<file path="src/rtl/bsu_pkg.sv">
// Package: bsu_pkg
// Shared operation encoding for the barrel shift unit.
// Assumes a 3-bit operation field; codes 6 and 7 mean pass-through.
package bsu_pkg;

    typedef enum logic [2:0] {
        OP_SHL   = 3'd0,
        OP_SHR   = 3'd1,
        OP_ROR   = 3'd2,
        OP_ROL   = 3'd3,
        OP_ROLC  = 3'd4,
        OP_RORC  = 3'd5,
        OP_PASSA = 3'd6,
        OP_PASSB = 3'd7
    } bsu_op_e;

endpackage

</file>
<file path="src/rtl/bsu_decode.sv">
// Module: bsu_decode
// Turns an operation, operand, amount and carry into the funnel input
// vector and the right-rotate amount of the shared network.
// Assumes: the network rotates a doubled copy of the ring right by ramt_o,
// so left operations use (ring width - n) and amount 0 maps to 0.
module bsu_decode
    import bsu_pkg::*;
#(
    parameter int W  = 32,
    parameter int SW = $clog2(W),
    parameter int AW = $clog2(W + 2)
) (
    input  bsu_op_e          op_i,
    input  logic [W-1:0]     data_i,
    input  logic [SW-1:0]    amt_i,
    input  logic             carry_i,
    output logic [2*W+1:0]   vec_o,
    output logic [AW-1:0]    ramt_o
);

    localparam logic [AW-1:0] WIDE32 = AW'(W);
    localparam logic [AW-1:0] WIDE33 = AW'(W + 1);

    logic [W:0]    ring33;
    logic [AW-1:0] amt_w;
    logic          amt_zero;

    assign ring33   = {carry_i, data_i};
    assign amt_w    = AW'(amt_i);
    assign amt_zero = (amt_i == '0);

    // Pick the ring contents and the equivalent right-rotate amount.
    always_comb begin
        vec_o  = {2'b00, data_i, data_i};
        ramt_o = '0;
        unique case (op_i)
            OP_SHL, OP_ROL: ramt_o = amt_zero ? '0 : (WIDE32 - amt_w);
            OP_SHR, OP_ROR: ramt_o = amt_w;
            OP_ROLC: begin
                vec_o  = {ring33, ring33};
                ramt_o = amt_zero ? '0 : (WIDE33 - amt_w);
            end
            OP_RORC: begin
                vec_o  = {ring33, ring33};
                ramt_o = amt_w;
            end
            default: ramt_o = '0;
        endcase
    end

endmodule

</file>
<file path="src/rtl/bsu_funnel.sv">
// Module: bsu_funnel
// Logarithmic right funnel: output bit j is input bit j + amt_i.
// Stage b moves by 2**b; each stage narrows so every input bit is used.
// Assumes 2**AW >= W + 2 so the doubled 33-bit ring fits the first stage.
module bsu_funnel #(
    parameter int W  = 32,
    parameter int AW = $clog2(W + 2),
    parameter int IN = 2 * W + 2
) (
    input  logic [IN-1:0] vec_i,
    input  logic [AW-1:0] amt_i,
    output logic [W:0]    rot_o
);

    localparam int TOPW = W + (1 << AW);

    for (genvar b = AW - 1; b >= 0; b--) begin : g_stg
        localparam int SH = 1 << b;
        localparam int OW = W + SH;
        localparam int IW = OW + SH;

        logic [IW-1:0] si;
        logic [OW-1:0] so;

        if (b == AW - 1) begin : g_first
            assign si = {{(TOPW - IN){1'b0}}, vec_i};
        end else begin : g_next
            assign si = g_stg[b+1].so;
        end

        // Move by 2**b when this amount bit is set.
        always_comb so = amt_i[b] ? si[IW-1:SH] : si[OW-1:0];
    end

    assign rot_o = g_stg[0].so;

endmodule

</file>
<file path="src/rtl/bsu_mask.sv">
// Module: bsu_mask
// Builds the keep-mask for logical shifts from the amount.
// Left shifts keep bits at or above n; right shifts keep bits below W-n.
// Assumes at most one of left_i / right_i is set; neither gives all ones.
module bsu_mask #(
    parameter int W  = 32,
    parameter int SW = $clog2(W)
) (
    input  logic [SW-1:0] amt_i,
    input  logic          left_i,
    input  logic          right_i,
    output logic [W-1:0]  mask_o
);

    for (genvar i = 0; i < W; i++) begin : g_bit
        logic keep_l;
        logic keep_r;
        assign keep_l = (amt_i <= SW'(i));
        assign keep_r = (amt_i <= SW'(W - 1 - i));
        // Select the keep rule for this bit.
        always_comb begin
            if (left_i)       mask_o[i] = keep_l;
            else if (right_i) mask_o[i] = keep_r;
            else              mask_o[i] = 1'b1;
        end
    end

endmodule

</file>
<file path="src/rtl/barrel_shift_unit.sv">
// Module: barrel_shift_unit
// Single-cycle 32-bit barrel shifter: six shift/rotate operations on one
// shared right-funnel network, outputs registered once.
// Assumes synchronous active-low reset; codes 6/7 pass data through.
module barrel_shift_unit
    import bsu_pkg::*;
#(
    parameter int W  = 32,
    parameter int SW = $clog2(W),
    parameter int AW = $clog2(W + 2)
) (
    input  logic          clk,
    input  logic          rst_n,
    input  logic [2:0]    op_i,
    input  logic [W-1:0]  data_i,
    input  logic [SW-1:0] amt_i,
    input  logic          carry_i,
    output logic [W-1:0]  result_o,
    output logic          carry_o
);

    bsu_op_e        op;
    logic [2*W+1:0] vec;
    logic [AW-1:0]  ramt;
    logic [W:0]     rot;
    logic [W-1:0]   mask;
    logic [W-1:0]   result_d;
    logic           carry_d;
    logic           amt_zero;

    assign op       = bsu_op_e'(op_i);
    assign amt_zero = (amt_i == '0);

    bsu_decode #(.W(W), .SW(SW), .AW(AW)) i_decode (
        .op_i    (op),
        .data_i  (data_i),
        .amt_i   (amt_i),
        .carry_i (carry_i),
        .vec_o   (vec),
        .ramt_o  (ramt)
    );

    bsu_funnel #(.W(W), .AW(AW), .IN(2 * W + 2)) i_funnel (
        .vec_i (vec),
        .amt_i (ramt),
        .rot_o (rot)
    );

    bsu_mask #(.W(W), .SW(SW)) i_mask (
        .amt_i   (amt_i),
        .left_i  (op == OP_SHL),
        .right_i (op == OP_SHR),
        .mask_o  (mask)
    );

    // Clear vacated bits; take the carry from where the last bit landed.
    always_comb begin
        result_d = rot[W-1:0] & mask;
        unique case (op)
            OP_SHL:           carry_d = amt_zero ? carry_i : rot[0];
            OP_SHR:           carry_d = amt_zero ? carry_i : rot[W-1];
            OP_ROLC, OP_RORC: carry_d = rot[W];
            default:          carry_d = carry_i;
        endcase
    end

    // Output register with synchronous reset.
    always_ff @(posedge clk) begin
        if (!rst_n) begin
            result_o <= '0;
            carry_o  <= 1'b0;
        end else begin
            result_o <= result_d;
            carry_o  <= carry_d;
        end
    end

endmodule

</file>
<file path="config.mk">
export PLATFORM = sky130hd
export DESIGN_NAME = barrel_shift_unit
export DESIGN_NICKNAME = d
export VERILOG_FILES = /design/src/rtl/bsu_pkg.sv /design/src/rtl/bsu_decode.sv /design/src/rtl/bsu_funnel.sv /design/src/rtl/bsu_mask.sv /design/src/rtl/barrel_shift_unit.sv
export SDC_FILE = /design/constraint.sdc
export NUM_CORES = 1
export LEC_CHECK = 0
export ABC_AREA = 1
export ABC_CLOCK_PERIOD_IN_PS = 8900
export BUFFER_PORTS_ARGS = -buffer_cell sky130_fd_sc_hd__buf_4
export CAP_MARGIN = 20
export CELL_PAD_IN_SITES_DETAIL_PLACEMENT = 0
export CELL_PAD_IN_SITES_GLOBAL_PLACEMENT = 1
export CORE_MARGIN = 4
export CORE_UTILIZATION = 30
export CTS_BUF_LIST = sky130_fd_sc_hd__clkbuf_16
export CTS_CLUSTER_SIZE = 28
export DETAILED_ROUTE_END_ITERATION = 8
export GPL_ROUTABILITY_DRIVEN = 0
export HOLD_SLACK_MARGIN = 0.02
export PLACE_DENSITY_LB_ADDON = 0.1
export SKIP_CTS_REPAIR_TIMING = 1
export SLEW_MARGIN = 0
export SYNTH_ARGS = -nofsm -noshare
export SYNTH_HDL_FRONTEND = slang
export SYNTH_SLANG_ARGS = --single-unit
</file>
<file path="constraint.sdc">
create_clock -name clk -period 8.9 [get_ports clk]
set_input_delay 1.78 -clock clk [delete_from_list [all_inputs] [get_ports clk]]
set_output_delay 1.78 -clock clk [all_outputs]
set_load 0.02 [all_outputs]
</file>
==> metrics.log <==
[metrics] horizontal die dimension: 140 µm
[metrics] synthesis warning total: 0
[metrics] largest incremental delay on the critical path: 0.85 ns
[metrics] number of antenna cells inserted: 0
[metrics] status: completed
[metrics] aggregate global-route resource usage: 21.2%
[metrics] final number of setup-violating endpoints: 0
[metrics] Net count, final: 1,007
[metrics] Die H: 140 µm
[metrics] most numerous cell on the critical path: sky130_fd_sc_hd__nand2_1
[metrics] Filler Cells Inserted: 2,017
[metrics] total die area: 0.0195 mm²
[metrics] area of the multi-input gates: 0.00383 mm²
[metrics] kind of end point of the critical path: flip-flop
[metrics] EDFF count, synth: 0
[metrics] sort of element at the start of the critical path: input pin
[metrics] port buffer count: 75
[metrics] leakage dissipation: 2.84 nW
[metrics] Hold Path Class: input pin to flip-flop
[metrics] biggest area contributors in the synthesized netlist: sky130_fd_sc_hd__nand2_1 19%, sky130_fd_sc_hd__nand3_1 15%, sky130_fd_sc_hd__dfxtp_1 13%, sky130_fd_sc_hd__o21ai_1 6.9%, sky130_fd_sc_hd__o21ai_0 5.3%
[metrics] count of H-tree levels built during CTS: 2
[metrics] clock buffer count from CTS: 5
[metrics] async set or reset register ratio after synthesis: 0%
[metrics] worst hold slack: 1.84 ns
[metrics] signed area change from the synthesized netlist to the final layout: 12.5%
[metrics] ratio of routed vias to standard cells: 5.37
[metrics] largest fanout of any net on the critical path: 34
[metrics] predominant post-synthesis flop cell: sky130_fd_sc_hd__dfxtp_1
[metrics] count of endpoints failing hold in the final timing report: 0
[metrics] placeable core area: 0.0168 mm²
[metrics] RSZ-0062 raised after global routing: false
[metrics] CTS tree: done
[metrics] Unique masters post-synth: 48
[metrics] crit path max-delay cell type: sky130_fd_sc_hd__clkinv_1
[metrics] final standard cell count with taps included and fillers excluded: 1,175
[metrics] wire per inst: 18.1 µm
[metrics] Hold Path Stages: 3
[metrics] critical path data required time: 9.07 ns
[metrics] number of placement rows: 47
[metrics] I/O pin count: 76
[metrics] pin slew with the least headroom to its limit: 0.958 ns
[metrics] area leader, netlist: sky130_fd_sc_hd__nand2_1
[metrics] clk buf depth: 2
[metrics] power density normalized to cell area: 148 mW/mm²
[metrics] headroom to the max-slew limit: 35.7%
[metrics] maximum number of pins on one net before global-route repair: 58
[metrics] Hold Startpoint: carry_i
[metrics] HPWL after DPL: 16,500 µm
[metrics] Num Clock Sinks: 33
[metrics] Initial Util: 31.0%
[metrics] count of pins over their slew limit: 0
[metrics] vias post-DR: 6,314
[metrics] dpl cells: 1,167
[metrics] arrival time at the worst endpoint: 5.57 ns
[metrics] number of global-route vias before repair: 5,966
[metrics] synthesized netlist cell count: 929
[metrics] violation count after the first detailed-routing iteration: 565
[metrics] share of cells above drive strength 1: 15.0%
[metrics] first-pass detailed-route iteration total: 5
[metrics] Synth Area per Inst: 5.59 µm²
[metrics] post-route antenna net violation count: 0
[metrics] f_max: 185 MHz
[metrics] Clock Root Buffer: sky130_fd_sc_hd__clkbuf_16
[metrics] type of the worst setup path: input pin to flip-flop
[metrics] number of antenna violations at the first check in global routing: 0
[metrics] combined area of all synthesized cells: 0.00519 mm²
[metrics] Min Clock Period, post-route: 5.40 ns
[metrics] flop and latch count out of synthesis: 33
[metrics] final worst-path cycle share: 60.6%
[metrics] VDD IR-drop max: 0.0000761 V
[metrics] number of DRC violations after detailed routing: 0
[metrics] wire length of the first global-routing pass: 33,400 µm
[metrics] Setup crit start: amt_i[1]
[metrics] final routed wirelength across all metal layers: 21,200 µm
[metrics] clock-pin slew of the registers on the worst-case setup and hold paths: 0.06 ns
[metrics] worst-path cell chain: buf_4 > inv_1 > ha_1 > nand2_1 > nor2_1 > ha_1 > inv_1 > nand2_4 > nand2_1 > inv_1 > o21a_1 > buf_4 > clkinv_1 > nand3_1 > nand3_1 > nand2_1 > nand2_1 > nand2_1 > nand2_1 > nand2_1 > a21oi_1
[metrics] Yosys top cell area share: 18.6%
[metrics] Setup TNS: 0 ns
[metrics] count of maximum capacitance violations: 0
[metrics] total nets after synthesis: 982
[metrics] Seq/Total Area, Yosys: 12.7%
[metrics] cell type group with the largest total delay on the critical path: buffers and inverters
[metrics] combined flip-flop and latch cell area: 661 µm²
[metrics] hold-critical path endpoint: carry_o
[metrics] residual overflow from global routing: 0
[metrics] CP bufs+invs: 6
## tightest hold or removal path: stages
cell                      delay, ns
sky130_fd_sc_hd__buf_4         0.11
sky130_fd_sc_hd__o21ai_0       0.08
sky130_fd_sc_hd__a21oi_1       0.10
## per-layer routing
layer | vias to the layer above | routed length (µm) | track usage [%]
met2 | 197 | 9630 | 34.4
met5 | - | 0 | 0
li1 | 3178 | - | -
met4 | 0 | 180 | 2.55
met1 | 2920 | 10300 | 30.9
met3 | 19 | 1170 | 2.92
## flip-flops by register name, summed over array words and instances, names as in the netlist
name,count
result_o,32
carry_o,1
## worst max-delay path by stage
stage	to	slack (ns)	cells after the start
2_1_floorplan	result_o[18]	4.84	20
3_3_place_gp	carry_o	3.24	21
3_5_place_dp	carry_o	3.23	21
4_1_cts	carry_o	3.49	21
5_1_grt	carry_o	3.00	21
6_report	carry_o	3.50	21
## logic make-up (layout without fill, tap and decap cells)
group	count (synthesis)	in the layout	synth area share, %
xor gates and xnor gates	1	1	0.169
buffers and inverters	142	168	13.5
and+or+nand+nor	534	534	46.7
DFF	33	33	12.7
adders and majority gates	10	10	2.41
AOI/OAI and AO/OA	202	202	23.1
muxes	7	7	1.35
## stage by stage
step	total power [mW]	instance area [µm²]	util [%]	worst slack, ns
final	0.866	5840	34.8	3.50
after CTS	0.867	5840	34.8	3.49
after floorplan	0.524	5190	-	4.84
after global placement	0.679	5680	33.9	3.24
after global routing	0.932	5840	34.8	3.00
after detailed placement	0.674	5680	33.9	3.23
## cell usage after synthesis, drive strengths merged, types with 4 or more instances
library cell  count
nor2             76
buf              51
or2               4
o21ai           133
nand2           267
dfxtp            33
ha               10
nand3           168
nor3             13
inv              76
clkbuf           14
a21oi            21
a31oi            12
o221ai            7
mux2i             7
o211ai           10
## where the power goes
part           total, mW  switching [mW]  internal [mW]
logic              0.492           0.333          0.159
clock network      0.192          0.0623          0.130
registers          0.182         0.00891          0.173
## cell type report
type / count / share of cell area [%]
clock inverters: 3 / 0.643
repair buffers: 83 / 10.7
flip-flops and latches: 33 / 11.3
inverters: 77 / 4.95
clock buffers: 5 / 2.14
well taps: 220 / 4.71
multi-input cells: 754 / 65.6
## layout by cell type, fill, tap and decap left out, types with 4 or more instances in the layout
cell and count:
sky130_fd_sc_hd__nand2_1 257, sky130_fd_sc_hd__nand3_1 160, sky130_fd_sc_hd__buf_4 83, sky130_fd_sc_hd__o21ai_1 72, sky130_fd_sc_hd__nor2_1 71, sky130_fd_sc_hd__inv_1 68, sky130_fd_sc_hd__o21ai_0 55, sky130_fd_sc_hd__dfxtp_1 33
sky130_fd_sc_hd__a21oi_1 21, sky130_fd_sc_hd__a31oi_1 10, sky130_fd_sc_hd__ha_1 10, sky130_fd_sc_hd__inv_2 9, sky130_fd_sc_hd__nor3_2 9, sky130_fd_sc_hd__o211ai_1 9, sky130_fd_sc_hd__nand3_2 8, sky130_fd_sc_hd__nand2_2 7
sky130_fd_sc_hd__mux2i_1 7, sky130_fd_sc_hd__o221ai_1 7, sky130_fd_sc_hd__o21ai_2 6, sky130_fd_sc_hd__clkbuf_16 5, sky130_fd_sc_hd__nor3_1 4
Power figures use the tool's default switching activity.
